$ cat config.mk
export PLATFORM = sky130hd
export DESIGN_NAME = i2c_addr_match
export DESIGN_NICKNAME = d
export VERILOG_FILES = /design/src/rtl/i2c_am_pkg.sv /design/src/rtl/i2c_am_sync.sv /design/src/rtl/i2c_am_cond.sv /design/src/rtl/i2c_am_cmp.sv /design/src/rtl/i2c_addr_match.sv
export SDC_FILE = /design/constraint.sdc
export NUM_CORES = 1
export LEC_CHECK = 0
export BUFFER_PORTS_ARGS = -buffer_cell sky130_fd_sc_hd__buf_2
export CELL_PAD_IN_SITES_DETAIL_PLACEMENT = 1
export CELL_PAD_IN_SITES_GLOBAL_PLACEMENT = 2
export CORE_ASPECT_RATIO = 0.7
export CORE_MARGIN = 2
export CORE_UTILIZATION = 35
export DETAILED_ROUTE_END_ITERATION = 16
export PLACE_DENSITY = 0.78
export RECOVER_POWER = 50
export SYNTH_ARGS = -nofsm -noshare
export SYNTH_HDL_FRONTEND = slang
export SYNTH_SLANG_ARGS = --single-unit
$ cat constraint.sdc
create_clock -name clk_i -period 2.6 [get_ports clk_i]
set_input_delay 0 -clock clk_i [delete_from_list [all_inputs] [get_ports clk_i]]
set_output_delay 0 -clock clk_i [all_outputs]
set_load 0.03 [all_outputs]
$ cat src/rtl/i2c_am_pkg.sv
package i2c_am_pkg;
  localparam int unsigned ADDR_W = 7;
  localparam int unsigned BYTE_W = ADDR_W + 1;

  typedef enum logic [2:0] {
    ST_IDLE,
    ST_ADDR,
    ST_HOLD,
    ST_SETUP,
    ST_BIT9
  } am_state_e;
endpackage

$ cat src/rtl/i2c_am_sync.sv
module i2c_am_sync #(
  parameter int unsigned WIDTH  = 2,
  parameter int unsigned STAGES = 2
) (
  input  logic             clk_i,
  input  logic             rst_ni,
  input  logic [WIDTH-1:0] d_i,
  output logic [WIDTH-1:0] q_o
);
  logic [STAGES-1:0][WIDTH-1:0] stg_q;

  always_ff @(posedge clk_i or negedge rst_ni) begin
    if (!rst_ni) begin
      stg_q <= '1;
    end else begin
      stg_q[0] <= d_i;
      for (int s = 1; s < STAGES; s++) stg_q[s] <= stg_q[s-1];
    end
  end

  assign q_o = stg_q[STAGES-1];
endmodule

$ cat src/rtl/i2c_am_cond.sv
module i2c_am_cond (
  input  logic clk_i,
  input  logic rst_ni,
  input  logic scl_i,
  input  logic sda_i,
  output logic scl_rise_o,
  output logic scl_fall_o,
  output logic start_o,
  output logic stop_o
);
  logic scl_q, sda_q;

  always_ff @(posedge clk_i or negedge rst_ni) begin
    if (!rst_ni) begin
      scl_q <= 1'b1;
      sda_q <= 1'b1;
    end else begin
      scl_q <= scl_i;
      sda_q <= sda_i;
    end
  end

  assign scl_rise_o = scl_i & ~scl_q;
  assign scl_fall_o = ~scl_i & scl_q;
  // SDA edges only count while SCL stays high across both samples
  assign start_o    = scl_i & scl_q & sda_q & ~sda_i;
  assign stop_o     = scl_i & scl_q & ~sda_q & sda_i;
endmodule

$ cat src/rtl/i2c_am_cmp.sv
module i2c_am_cmp #(
  parameter int unsigned ADDR_W = 7
) (
  input  logic [ADDR_W:0]   byte_i,
  input  logic [ADDR_W-1:0] own_addr_i,
  input  logic [ADDR_W-1:0] mask_i,
  input  logic              gc_en_i,
  output logic              accept_o,
  output logic              gc_hit_o
);
  logic [ADDR_W-1:0] bit_ok;

  for (genvar i = 0; i < ADDR_W; i++) begin : g_bit
    assign bit_ok[i] = ~mask_i[i] | (byte_i[i+1] ~^ own_addr_i[i]);
  end

  // general call: all-zero address with write direction
  assign gc_hit_o = gc_en_i & (byte_i == '0);
  assign accept_o = (&bit_ok) | gc_hit_o;
endmodule

$ cat src/rtl/i2c_addr_match.sv
module i2c_addr_match
  import i2c_am_pkg::*;
#(
  parameter int unsigned ADDR_W      = i2c_am_pkg::ADDR_W,
  parameter int unsigned SYNC_STAGES = 2,
  parameter int unsigned SETUP_CYC   = 4
) (
  input  logic              clk_i,
  input  logic              rst_ni,
  input  logic              scl_i,
  input  logic              sda_i,
  output logic              scl_low_o,
  output logic              sda_low_o,
  input  logic [ADDR_W-1:0] own_addr_i,
  input  logic [ADDR_W-1:0] addr_mask_i,
  input  logic              gc_en_i,
  input  logic              ack_cmd_i,
  input  logic              nack_cmd_i,
  output logic              match_o,
  output logic              gc_o,
  output logic              rw_o
);
  localparam int unsigned NBITS = ADDR_W + 1;
  localparam int unsigned CNT_W = $clog2(NBITS + 1);
  localparam int unsigned SU_W  = (SETUP_CYC > 1) ? $clog2(SETUP_CYC) : 1;
  localparam logic [CNT_W-1:0] LAST_BIT = CNT_W'(NBITS);
  localparam logic [SU_W-1:0]  SU_LAST  = SU_W'(SETUP_CYC - 1);

  logic [1:0] line_s;
  logic       scl_s, sda_s;
  logic       scl_rise, scl_fall, start_det, stop_det;
  logic       accept, gc_hit;

  am_state_e        state_q;
  logic [NBITS-1:0] shreg_q;
  logic [CNT_W-1:0] bit_cnt_q;
  logic [SU_W-1:0]  su_cnt_q;
  logic             saw_rise_q;
  logic             match_q, gc_q, rw_q, scl_low_q, sda_low_q;

  i2c_am_sync #(
    .WIDTH (2),
    .STAGES(SYNC_STAGES)
  ) u_sync (
    .clk_i (clk_i),
    .rst_ni(rst_ni),
    .d_i   ({scl_i, sda_i}),
    .q_o   (line_s)
  );

  assign scl_s = line_s[1];
  assign sda_s = line_s[0];

  i2c_am_cond u_cond (
    .clk_i     (clk_i),
    .rst_ni    (rst_ni),
    .scl_i     (scl_s),
    .sda_i     (sda_s),
    .scl_rise_o(scl_rise),
    .scl_fall_o(scl_fall),
    .start_o   (start_det),
    .stop_o    (stop_det)
  );

  i2c_am_cmp #(
    .ADDR_W(ADDR_W)
  ) u_cmp (
    .byte_i    (shreg_q),
    .own_addr_i(own_addr_i),
    .mask_i    (addr_mask_i),
    .gc_en_i   (gc_en_i),
    .accept_o  (accept),
    .gc_hit_o  (gc_hit)
  );

  always_ff @(posedge clk_i or negedge rst_ni) begin
    if (!rst_ni) begin
      state_q    <= ST_IDLE;
      shreg_q    <= '0;
      bit_cnt_q  <= '0;
      su_cnt_q   <= '0;
      saw_rise_q <= 1'b0;
      match_q    <= 1'b0;
      gc_q       <= 1'b0;
      rw_q       <= 1'b0;
      scl_low_q  <= 1'b0;
      sda_low_q  <= 1'b0;
    end else if (start_det || stop_det) begin
      state_q   <= start_det ? ST_ADDR : ST_IDLE;
      bit_cnt_q <= '0;
      match_q   <= 1'b0;
      gc_q      <= 1'b0;
      scl_low_q <= 1'b0;
      sda_low_q <= 1'b0;
    end else begin
      unique case (state_q)
        ST_ADDR: begin
          if (scl_rise && bit_cnt_q != LAST_BIT) begin
            shreg_q   <= {shreg_q[NBITS-2:0], sda_s};
            bit_cnt_q <= bit_cnt_q + 1'b1;
          end else if (scl_fall && bit_cnt_q == LAST_BIT) begin
            if (accept) begin
              state_q   <= ST_HOLD;
              match_q   <= 1'b1;
              gc_q      <= gc_hit;
              rw_q      <= shreg_q[0];
              scl_low_q <= 1'b1;
            end else begin
              // rejected: stay off the bus until the next START
              state_q <= ST_IDLE;
            end
          end
        end
        ST_HOLD: begin
          if (ack_cmd_i || nack_cmd_i) begin
            sda_low_q <= ack_cmd_i;
            match_q   <= 1'b0;
            gc_q      <= 1'b0;
            su_cnt_q  <= '0;
            state_q   <= ST_SETUP;
          end
        end
        ST_SETUP: begin
          if (su_cnt_q == SU_LAST) begin
            scl_low_q  <= 1'b0;
            saw_rise_q <= 1'b0;
            state_q    <= ST_BIT9;
          end else begin
            su_cnt_q <= su_cnt_q + 1'b1;
          end
        end
        ST_BIT9: begin
          if (scl_rise) saw_rise_q <= 1'b1;
          if (scl_fall && saw_rise_q) begin
            sda_low_q <= 1'b0;
            state_q   <= ST_IDLE;
          end
        end
        default: ;
      endcase
    end
  end

  assign scl_low_o = scl_low_q;
  assign sda_low_o = sda_low_q;
  assign match_o   = match_q;
  assign gc_o      = gc_q;
  assign rw_o      = rw_q;
endmodule

Word-level counts from Yosys, hierarchy flattened
Index checks and enable logic that the tools add are counted.
- add/sub/neg operators: 2
- equal/unequal tests: 17
- multiplexer cells: 35
- bitwise logic cells: 36
- reductions and logical operators: 24
- operator list (operator ; number):
    2-to-1 mux 3 bit ; 6
    != test 3 bit, second input constant ; 6
    2-to-1 mux 1 bit ; 16
    AND reduction 5 bit ; 3
    inverter 1 bit ; 13
    2-to-1 mux 4 bit ; 3
    one-hot mux 3 bit (4 select lines) ; 1
    one-hot mux 1 bit (2 select lines) ; 5
    nonzero test 3 bit ; 3
    AND 1 bit ; 8
    zero test 8 bit ; 1
    != test 2 bit, second input constant ; 4
    bitwise OR 1 bit ; 8
    AND reduction 4 bit ; 2
    nonzero test 2 bit ; 4
    AND reduction 7 bit ; 1
    bitwise XNOR 1 bit ; 7
    equality test 3 x 2 -> 1 bit, second input constant ; 2
    2-to-1 mux 2 bit ; 3
    AND reduction 3 bit ; 2
    AND reduction 6 bit ; 1
    nonzero test 5 bit ; 1
    adder 4 x 1 -> 4 bit, second input constant ; 1
    equality test 4 bit, second input constant ; 1
    other kinds (9) ; 12
- register bits after elaboration: 29
- bits of input ports: 21
- output and inout bits: 5
- word-level logic and storage cells: 128

Longest topological paths before layout
- depth in word-level cells: 9
- gate-level depth with buffers: 7
- gate-level depth less buffers: 7

Cells and area by module
Synthesis repeated with hierarchy kept, for this count alone.
- cells, all modules: 132
- area total of the unflattened synthesis: 1517.7 um^2
- by module, submodules not included (module ; instances ; cells an instance ; area each (um^2) ; seq. area each (um^2)):
    i2c_addr_match ; 1 ; 106 ; 1179.9 ; 575.6
    i2c_am_cmp ; 1 ; 14 ; 132.6 ; 0.0
    i2c_am_sync ; 1 ; 6 ; 120.1 ; 105.1
    i2c_am_cond ; 1 ; 6 ; 85.1 ; 52.6

Worst setup path before layout
Ideal clock, no wire load.
- path type: flip-flop to flip-flop
- start point: register bit_cnt_q[0]
- end point: register state_q[1]
- library setup time: 0.087 ns
- arrival time: 1.875 ns
- required time: 2.513 ns
- setup slack: 0.638 ns
- stages on the path, launching flop included: 8
- buffers on the path: 0
- period minus slack after synthesis: 1.962 ns
- cell sequence: dfrtp_1 inv_1 ha_1 nand3b_1 o41ai_1 a211oi_1 or4_2 o211ai_1
- word-level cells in the longest chain between the ends: 4
- elaborated cells on any way between the ends: 7
- classes of those cells: eq/ne (4); reduce/logical (3)
- ends and longest elaborated chain (item ; RTL line ; source):
    from (decl) ; i2c_addr_match.sv:36 ; logic [CNT_W-1:0] bit_cnt_q;
    from (signal assigned) ; i2c_addr_match.sv:100 ; bit_cnt_q <= bit_cnt_q + 1'b1;
    equality test 4 bit / != test 4 bit (equally long branches) ; i2c_addr_match.sv:101, i2c_addr_match.sv:98 ;
    logical AND 1 bit, on equally long branches ; i2c_addr_match.sv:101, i2c_addr_match.sv:98 ;
    != test 3 bit (no line) ; -- ;
    AND reduction 6 bit (no line) (*) ; -- ;
    to (signal assigned) ; i2c_addr_match.sv:89 ; state_q <= start_det ? ST_ADDR : ST_IDLE;
    to (decl) ; i2c_addr_match.sv:34 ; am_state_e state_q;
Mark *: on every way between the ends. The rest lies on a longest branch, timed or not.
A chain may end at the register's enable or synchronous reset.

Worst setup path after layout
- start point: register bit_cnt_q[1]
- end point: register state_q[1]
Same word-level chain as after synthesis.

==> flow_summary.toml <==
[die]
start_util = 0.368
core_area_um2 = 3970
die_area_um2 = 4710
die_y_um = 58.0
ioPinCount = 26
num_rows = 19
die_w_um = 81.2

[yosys]
synthSimpleGateAreaFrac = 0.151
synth_area_per_cell_um2 = 11.1
synth_compound_area_frac = 0.117
ys_ff_latch = 29
synthArstFlopShare = 1.00
synthDistinctLibCells = 38
yosysWarnings = 0
synth_top_family_by_area = "simple AND/OR/NAND/NOR gates"
ys.flop_type = "dfrtp_1"
netlist_area_um2 = 1460
synth_edf_count = 0
synthAdderAreaFrac = 0.0257
synthCells = 132
synthMuxAreaShare = 0.0943
synth_fp_nets = 156
synth-seq-area-share = 0.502
synth-xor-area-share = 0.0660

[sta]
finalSetupTns_ns = 0
fmax_mhz = 458
worst_pin_slew_ns = 1.52
clock_skew_ns = 0.00850
slew_viol_final = 30
fin_hold_ws_ns = 0.0397
rsz0062_at_grt = "no"
slew_headroom = -0.0119
finalSetupViolCount = 0
fin_crit_ns = 2.18
fin_crit_sh = 0.839
hold_viol_final = 0

[power]
vdd_drop_max_uv = 413
internal_power_uw = 970
p_comb_frac = 0.342
pwr-share-clk = 0.227
total_leakage_power_uw = 0.000815
p_sw_uw = 567
power_density_nw_per_um2 = 879
swShare = 0.369
power_uw = 1540
p_seq_frac = 0.431

[min_path]
hp-class = "primary input to flip-flop"
hp-start = "nack_cmd_i"
whs_path_depth = 4
hold_end = "gc_o"

[detailed_routing]
routed_wl_um = 3560
first_pass_iters = 4
final_antenna_net_count = 0
wl_per_cell_um = 16.3
via_per_inst = 5.17
via_count = 1133
drt-initial-drc-count = 73
drc = 0

[job]
max-cap-violations = 1

[clock_network]
cts_max_path_buffers = 2
cts_resized = 0
post-cts-setup-buffers = 0
cts_tree = "done"
cts_made_buffers = 5
clk_latency_ns = 0.28
clk_pin_slew_ns = 0.06
clock_sinks = 29
clockRootBuffer = "clkbuf_8"
htreeDepth = 2

[status]
status = "complete, but fails checks"
violations = "max-capacitance violations, max-slew violations"

[grt]
grt_max_degree = 30
grt.total_usage = 0.176
grt_pass1_vias = 1253
grt_overflow = 0
grt_antenna_before_repair = 0
grt_pass1_wl_um = 5950

[critical_path]
crit_start = "bit_cnt_q[1]"
crit_required_ns = 2.80
setup.worst_path.start_class = "flip-flop"
path_max_fanout = 4
worstSetupPathType = "flip-flop to flip-flop"
r2r_setup_slack_ns = 0.42
arrival_ns = 2.39
crit_path_end_kind = "flip-flop"
reg2reg_depth = 7
rr_startpoint = "bit_cnt_q[1]"
r2r-end = "state_q[1]"

[cells_and_area]
final_cells = 219
n_fill_cell = 456
antenna_cells = 0
drive_above_1_share = 0.329
utilization = 0.441
final_nets = 190
area_growth_pct = 19.8

[place]
portBuffers = 25
place_inst = 207
globalplace.congestion = 0.762
hpwl_um = 2600
## worst max path at each step
stage | end | slack, ns | cells after the start
6_report | state_q[1] | 0.42 | 7
5_1_grt | state_q[1] | 0.29 | 7
4_1_cts | state_q[1] | 0.40 | 7
3_5_place_dp | state_q[1] | 0.43 | 7
3_3_place_gp | state_q[1] | 0.50 | 7
2_1_floorplan | state_q[1] | 0.64 | 7
## registers in the layout (all words and copies together) (netlist names)
| name | count |
|---|---|
| gc_o | 1 |
| state_q | 3 |
| shreg_q | 8 |
| sda_low_o | 1 |
| u_cond.sda_q | 1 |
| match_o | 1 |
| saw_rise_q | 1 |
| bit_cnt_q | 4 |
| u_cond.scl_q | 1 |
| u_sync.stg_q | 2 |
| u_sync.q_o | 2 |
| su_cnt_q | 2 |
| scl_low_o | 1 |
| rw_o | 1 |
## timing repair
action                                  in CTS  in global routing
hold buffers                                 4                  0
endpoints found under the setup margin       0                  0
hold endpoints to repair                    26                  0
## power by group through the flow
stage,Combinational (uW),Clock (uW),Sequential [uW]
floorplan,430,0,635
global placement,497,0,656
detailed placement,519,0,667
CTS,528,365,661
global route,592,386,676
finish,525,349,662
## metal layers
layer | up-vias | track usage | share of wire
li1 | 537 | - | -
met1 | 572 | 0.223 | 0.46
met2 | 15 | 0.282 | 0.48
met3 | 9 | 0.0467 | 0.033
met4 | 0 | 0.0823 | 0.020
met5 | - | 0 | 0
## area by class of cell
cell class | instances | area [um^2] | area share
Tap cell | 52 | 65.1 | 0.0372
Inverter | 7 | 26.3 | 0.0150
Clock inverter | 2 | 10.0 | 0.00572
Clock buffer | 6 | 72.6 | 0.0415
Sequential cell | 29 | 733 | 0.419
Timing Repair Buffer | 31 | 179 | 0.102
Multi-Input combinational cell | 92 | 663 | 0.379
## cell usage after synthesis, types with 3 or more instances
| library cell | instances | area, um^2 |
|---|---|---|
| a21oi_1 | 3 | 15.0 |
| a31oi_1 | 4 | 25.0 |
| buf_6 | 3 | 33.8 |
| dfrtp_1 | 23 | 576 |
| dfstp_2 | 6 | 158 |
| ha_1 | 3 | 37.5 |
| inv_1 | 7 | 26.3 |
| mux2_2 | 10 | 113 |
| nand2_1 | 7 | 26.3 |
| nand3_1 | 5 | 25.0 |
| nor2_1 | 8 | 30.0 |
| nor3_1 | 4 | 20.0 |
| o21ai_0 | 10 | 50.1 |
| xnor2_1 | 3 | 26.3 |
| xor2_1 | 8 | 70.1 |
## worst max-delay path, cell delays in order, from the launching register on
cell	delay [ns]
dfrtp_1	0.42
inv_1	0.09
ha_1	0.14
nand3b_1	0.15
o41ai_1	0.36
a211oi_1	0.17
or4_2	0.67
o211ai_1	0.10
## cell usage in the layout (no fill, tap or decap), drive strengths merged, types with 2 or more instances in the layout
cell	Yosys	routed
xor2	8	8
a22oi	2	2
xnor2	3	3
a21oi	4	4
ha	3	3
nand2	7	7
dfstp	6	6
nor3	4	4
dlygate4sd3	0	4
dfrtp	23	23
clkbuf	1	7
or2	2	2
o211ai	2	2
or3	2	2
nand3	5	5
inv	7	7
nor3b	2	2
mux2	11	11
nor2	9	9
a31oi	4	4
o21ai	10	10
clkinv	0	2
buf	3	26
nand4	2	2
## per-stage QoR
step / setup slack [ns] / instance area [um^2]
6_report: 0.418 / 1750
4_1_cts: 0.399 / 1750
3_5_place_dp: 0.431 / 1630
3_3_place_gp: 0.504 / 1630
5_1_grt: 0.288 / 1750
2_1_floorplan: 0.638 / 1460
## cells by family after synthesis
family,count (synthesis)
mux,12
simple gates,40
compound gates,26
xor+xnor,11
flops,29
buf+inv,11
fa+ha+maj,3
Note: power is estimated with default switching activity, not from simulation.
